--- config.mk ---
export PLATFORM = sky130hd
export DESIGN_NAME = bitram_cmp
export DESIGN_NICKNAME = d
export VERILOG_FILES = /design/src/rtl/bitram_pkg.sv /design/src/rtl/bitram_ctrl.sv /design/src/rtl/bitram_array.sv /design/src/rtl/bitram_outreg.sv /design/src/rtl/bitram_cmp.sv
export SDC_FILE = /design/constraint.sdc
export NUM_CORES = 1
export LEC_CHECK = 0
export ABC_AREA = 1
export CORE_MARGIN = 4
export CORE_UTILIZATION = 55
export CTS_BUF_LIST = sky130_fd_sc_hd__clkbuf_16
export DETAILED_ROUTE_END_ITERATION = 16
export PLACE_DENSITY = 0.71
export SLEW_MARGIN = 20
export SYNTH_ARGS = -nofsm -noshare
export SYNTH_HDL_FRONTEND = slang
export SYNTH_SLANG_ARGS = --single-unit
--- constraint.sdc ---
create_clock -name clk -period 2.6 [get_ports clk]
set_input_delay 0.65 -clock clk [delete_from_list [all_inputs] [get_ports clk]]
set_output_delay 0.65 -clock clk [all_outputs]
set_load 0.005 [all_outputs]
--- src/rtl/bitram_pkg.sv ---
package bitram_pkg;
    typedef enum logic [1:0] {
        ST_IDLE  = 2'd0,
        ST_READ  = 2'd1,
        ST_WRITE = 2'd2
    } bitram_state_t;
endpackage

--- src/rtl/bitram_ctrl.sv ---
module bitram_ctrl
    import bitram_pkg::*;
(
    input  logic          clk,
    input  logic          rst,
    input  logic          cs_n_i,
    input  logic          we_i,
    output bitram_state_t st_d_o,
    output bitram_state_t st_q_o,
    output logic          wr_en_o,
    output logic          ld_en_o
);
    bitram_state_t st_d;
    bitram_state_t st_q;

    // next state: purely a function of the sampled controls
    always_comb begin
        unique case ({cs_n_i, we_i})
            2'b00:   st_d = ST_READ;
            2'b01:   st_d = ST_WRITE;
            default: st_d = ST_IDLE;
        endcase
    end

    // state register
    always_ff @(posedge clk) begin
        if (rst) st_q <= ST_IDLE;
        else     st_q <= st_d;
    end

    // outputs of the machine
    always_comb begin
        wr_en_o = 1'b0;
        ld_en_o = 1'b0;
        unique case (st_d)
            ST_READ:  ld_en_o = 1'b1;
            ST_WRITE: begin
                ld_en_o = 1'b1;
                wr_en_o = !rst;
            end
            default: ;
        endcase
    end

    assign st_d_o = st_d;
    assign st_q_o = st_q;

    // selection off at an edge means idle state after it
    assert_idle_on_deselect_R2: assert property (@(posedge clk) disable iff (rst)
        cs_n_i |=> (st_q == ST_IDLE));

    // reset forces the idle state
    assert_reset_idle_R8: assert property (@(posedge clk)
        rst |=> (st_q == ST_IDLE));
endmodule

--- src/rtl/bitram_array.sv ---
module bitram_array #(
    parameter int ADDR_W = 8,
    localparam int DEPTH = 1 << ADDR_W
) (
    input  logic              clk,
    input  logic              rst,
    input  logic              wr_en_i,
    input  logic [ADDR_W-1:0] addr_i,
    input  logic              din_i,
    output logic              rd_bit_o
);
    logic [DEPTH-1:0] cells;

    // no reset on the storage: contents persist through rst
    always_ff @(posedge clk) begin
        if (wr_en_i) cells[addr_i] <= din_i;
    end

    assign rd_bit_o = cells[addr_i];

    // no write enable means the whole array holds
    assert_array_hold_R2: assert property (@(posedge clk) disable iff (rst)
        !wr_en_i |=> $stable(cells));

    // a write lands at the sampled address
    assert_write_lands_R3: assert property (@(posedge clk) disable iff (rst)
        wr_en_i |=> (cells[$past(addr_i)] == $past(din_i)));
endmodule

--- src/rtl/bitram_outreg.sv ---
module bitram_outreg
    import bitram_pkg::*;
(
    input  logic          clk,
    input  logic          rst,
    input  logic          ld_en_i,
    input  bitram_state_t st_d_i,
    input  logic          rd_bit_i,
    input  logic          din_i,
    output logic          q_o,
    output logic          qn_o
);
    logic bit_sel;

    always_comb begin
        unique case (st_d_i)
            ST_WRITE: bit_sel = din_i;
            ST_READ:  bit_sel = rd_bit_i;
            default:  bit_sel = q_o;
        endcase
    end

    always_ff @(posedge clk) begin
        if (rst) begin
            q_o  <= 1'b0;
            qn_o <= 1'b1;
        end else if (ld_en_i) begin
            q_o  <= bit_sel;
            qn_o <= ~bit_sel;
        end
    end

    // a write echoes the incoming data
    assert_write_echo_R5: assert property (@(posedge clk) disable iff (rst)
        (st_d_i == ST_WRITE) |=> (q_o == $past(din_i)) && (qn_o != $past(din_i)));
endmodule

--- src/rtl/bitram_cmp.sv ---
module bitram_cmp
    import bitram_pkg::*;
#(
    parameter int ADDR_W = 8
) (
    input  logic              clk,
    input  logic              rst,
    input  logic              cs_n,
    input  logic              we,
    input  logic [ADDR_W-1:0] addr,
    input  logic              din,
    output logic              q,
    output logic              q_oe,
    output logic              qn,
    output logic              qn_oe
);
    bitram_state_t st_d;
    bitram_state_t st_q;
    logic          wr_en;
    logic          ld_en;
    logic          rd_bit;

    bitram_ctrl u_ctrl (
        .clk     (clk),
        .rst     (rst),
        .cs_n_i  (cs_n),
        .we_i    (we),
        .st_d_o  (st_d),
        .st_q_o  (st_q),
        .wr_en_o (wr_en),
        .ld_en_o (ld_en)
    );

    bitram_array #(.ADDR_W(ADDR_W)) u_array (
        .clk      (clk),
        .rst      (rst),
        .wr_en_i  (wr_en),
        .addr_i   (addr),
        .din_i    (din),
        .rd_bit_o (rd_bit)
    );

    bitram_outreg u_out (
        .clk      (clk),
        .rst      (rst),
        .ld_en_i  (ld_en),
        .st_d_i   (st_d),
        .rd_bit_i (rd_bit),
        .din_i    (din),
        .q_o      (q),
        .qn_o     (qn)
    );

    assign q_oe  = (st_q != ST_IDLE);
    assign qn_oe = (st_q != ST_IDLE);

    // enables agree and enabled values are complementary
    assert_oe_pair_R7: assert property (@(posedge clk) disable iff (rst)
        q_oe == qn_oe);
    assert_compl_R7: assert property (@(posedge clk) disable iff (rst)
        (q_oe && qn_oe) |-> (q != qn));

    // deselect turns both drivers off at the next edge
    assert_float_R2: assert property (@(posedge clk) disable iff (rst)
        cs_n |=> (!q_oe && !qn_oe));
endmodule

After elaboration in Yosys (flattened, before gate mapping) --
Cells that the tools add are included.
Word-level totals: register bits 260, bits of input ports 13, output and inout bits 4, logic and storage cells 24
Cells by class: $lt $le $gt $ge 2, equal/unequal tests 3, muxes and demuxes 9, bitwise operators 1, reductions and logical operators 5
Operators with widths (number):
- $bwmux 256 | 1
- $lt 8x9->1 const B | 1
- $bmux 1 s8 | 1
- $demux 1 s8 | 1
- $ge 8x1->1 const B | 1
- $eq 2x1->1 const B | 2
- $mux 1 | 4
- $pmux 2 s2 | 1
- $eq 2x2->1 const B | 1
- $logic_not 2->1 | 1
- $pmux 1 s2 | 1
- $reduce_bool 2->1 | 1
- $reduce_or 2->1 | 1
- $logic_and 1x1->1 | 1
- $logic_not 1->1 | 1
- $not 1->1 | 1

Depth between registers and ports, before layout --
word-level depth 5, depth in mapped cells 19, gate-level depth less buffers 17

Modules after synthesis --
From an unflattened synthesis, not the netlist that was laid out.
Second synthesis, totals: cell total of the unflattened synthesis 1345, area, all modules 11986.5 µm²
Modules (own cells, without submodules):
- bitram_array | times used 1, cells an instance 1305, area an instance 11745.0 µm²
- bitram_outreg | times used 1, cells an instance 25, area an instance 146.4 µm²
- bitram_ctrl | times used 1, cells an instance 11, area an instance 76.3 µm²
- bitram_cmp | times used 1, cells an instance 4, area an instance 18.8 µm²

Least setup slack after synthesis --
Ideal clock, no wire load.
path type in2reg, start point input port addr[2], end point register u_array.cells[114], enable pin, setup time 300 ps, data arrival time 1828 ps, slack 473 ps, stages 7, path buffers 2, path through nor2_1 buf_2 inv_1 nor2_1 nand2_1 clkbuf_1 nor2_1
RTL lines:
- start: declaration | RTL line bitram_cmp.sv:10 | input logic [ADDR_W-1:0] addr,
- end signal: indexed assignment | RTL line bitram_array.sv:16 | if (wr_en_i) cells[addr_i] <= din_i;
- end: declaration | RTL line bitram_array.sv:12 | logic [DEPTH-1:0] cells;

==> reports/metrics.yaml <==
crit_slowest_cell: "clkdlybuf4s50_1"
crit_top_cell: "nand2_1"
worst_skew_pair.late_latency_ps: 540
slowest_delay_ps: 460
grt_antenna_before_repair: 0
cts-htree-levels: 1
cts_root_buf: "clkbuf_16"
io_pins: 17
die_x_um: 156.1
vdd_ir_drop_max_mv: 0.4447
clkSinkCount: 260
die_area_mm2: 0.02436
path_buf_inv: 3
seq_area_frac_synth: 0.6442
yosysUniqueCellTypes: 15
powerDensity_mw_per_mm2: 653.9
avgSynthCellArea_um2: 8.782
grt_pass1_vias: 8837
start_util: 0.5664
switching_share: 0.2187
yosysWarnings: 0
fin_cells: 1710
cts_resized: 0
path_cells: "clkdlybuf4s50_1 -> nand2_1 -> inv_1 -> nand2_1 -> nand2_1 -> nor2_1 -> nor2_1 -> nor2_1 -> nand2_1 -> nand2_1 -> nand2_1 -> o21ai_1 -> nand3_1 -> nand2_1 -> inv_1"
ant_nets: 0
seqPwrFrac: 0.509
hold_depth: 1
finalCritPeriodShare: 0.9267
syn_nets: 1386
use_met3: 0.04078
setup.worst_path.class: "input pin to register"
postCtsSetupBuffers: 0
r2r_cells: 16
cts_buffers: 27
worstMarginPinSlew_ps: 792.5
io_buffers: 16
grt_pass1_wl_mm: 46.40
path_max_fanout: 16
hold_start: "din"
fin_util: 0.6509
clockBufferDepth: 3
cap_violations: 0
use_met2: 0.4053
rows: 53
top_usage_layer: "met2"
netlist_area_mm2: 0.01206
p_sw_mw: 1.981
final_net_count: 1427
vias: 9150
clkTransAtPathRegs_ps: 60
dieHeight_um: 156.1
required_ps: 3030
hp-class: "input pin to register"
dp.cells: 1660
fin_skew_ps: 13.85
p_leak_nw: 5.402
p_int_mw: 7.079
cts_hold_buf: 0
gp_congestion: 0.8461
critPathLaunchType: "input pin"
arrival_ps: 2840
routedWlPerCell_um: 17.05
rsz0062_at_grt: "false"
hpwl_mm: 17.80
track_usage: 0.2428
fmax_ghz: 0.4150
setup_viol: 0
reg2reg_slack_ps: 770
power_frac_comb: 0.069
grt_max_degree: 92
drive_above_1_share: 0.08084
end_kind: "register"
coreArea_mm2: 0.02129
fin_crit_ps: 2409
p_clk_frac: 0.422
rr_startpoint: "u_array.cells[99]"
cts_tree: "yes"
synth_cells: 1373
hold_viol_final: 0
vias_per_cell: 5.351
drt_wl_total_mm: 29.16
ys_seq_elements: 260
dr.pass1.iters: 5
grt_util_met1: 0.3360
area_delta_synth_final_pct: 14.90
antenna_cells: 0
grt.overflow.total: 0
drcViolationCount: 0
maxSlewHeadroom: 0.4711
whs_endpoint: "u_array.cells[218]"
drt_iter0_drc: 883
worst-path-stages: 15
status: "finished, final reports clean"
crit_family: "simple AND/OR/NAND/NOR gates"
slew_viol_final: 0
==> state kept, by name, indices dropped and copies added (netlist names), named ones only <==
| name | count |
|---|---|
| u_out.qn_o | 1 |
| u_array.cells | 256 |
| u_ctrl.st_q_o | 2 |
==> worst max path at each step <==
stage	startpoint	endpoint	slack, ps
5_1_grt	addr[3]	register	30
6_report	addr[3]	register	190
3_5_place_dp	addr[3]	register	-330
2_1_floorplan	addr[2]	u_array.cells[114]	470
3_3_place_gp	addr[3]	register	-330
4_1_cts	addr[3]	register	210
==> cell usage after synthesis <==
cell	count	area [um^2]
buf_2	33	165.2
nand2_1	625	2346
o21ai_1	1	5.000
edfxtp_1	256	7687
or2_2	2	12.51
nor2_1	326	1224
nand3_1	34	170.2
clkbuf_1	41	153.9
a21oi_1	4	20.02
o21ai_0	4	20.02
buf_4	3	22.52
inv_2	1	3.750
nor3_1	1	5.000
inv_1	38	142.6
dfxtp_1	4	80.08
==> power groups by stage <==
stage	sequential (mW)	combinational (mW)	clock (mW)
CTS	4.61	0.622	3.86
global placement	4.70	0.609	0
finish	4.61	0.625	3.83
global route	4.60	0.689	4.06
floorplan	4.70	0.324	0
detailed placement	4.70	0.617	0
==> stage by stage <==
stage | cell area, um^2 | TNS [ps] | hold WS (ps) | setup slack (ps) | total power, mW
floorplan | 12060 | 0 | 536.3 | 472.6 | 5.022
global placement | 12980 | -623.4 | 561.3 | -334.9 | 5.305
detailed placement | 12980 | -647.4 | 553.5 | -331.1 | 5.313
CTS | 13850 | 0 | 490.9 | 212.0 | 9.092
global route | 13850 | 0 | 494.5 | 31.78 | 9.356
finish | 13850 | 0 | 498.6 | 190.6 | 9.060
==> layer usage <==
metal	part of all wire	wire length, um
met2	0.48	13880
met3	0.094	2740
met5	0	0
met1	0.42	12110
met4	0.014	420
==> cell type report <==
| type | instances | area, um^2 |
|---|---|---|
| Sequential cell | 260 | 7767 |
| Fill cell | 1736 | 7432 |
| Multi-Input combinational cell | 997 | 3802 |
| Timing Repair Buffer | 89 | 914.6 |
| Clock buffer | 27 | 675.6 |
| Tap cell | 275 | 344.1 |
| Clock inverter | 23 | 202.7 |
| Inverter | 39 | 147.6 |
==> cell families (layout without fill, tap and decap cells) <==
logic type	after synthesis	count (layout)	share of synthesized area
and+or+nand+nor	988	988	0.3116
buffers and inverters	116	178	0.04047
DFF	260	260	0.6442
AOI/OAI and AO/OA	9	9	0.003735
==> cells in the final DEF (no fill, tap or decap), drive strengths merged, types with 5 or more instances in the layout <==
master and instances:
nand2 625, clkinv 15, nor2 326, buf 76, o21ai 5, nand3 34
inv 43, clkbuf 27, clkdlybuf4s50 13, edfxtp 256
Power figures use the tool's default switching activity.
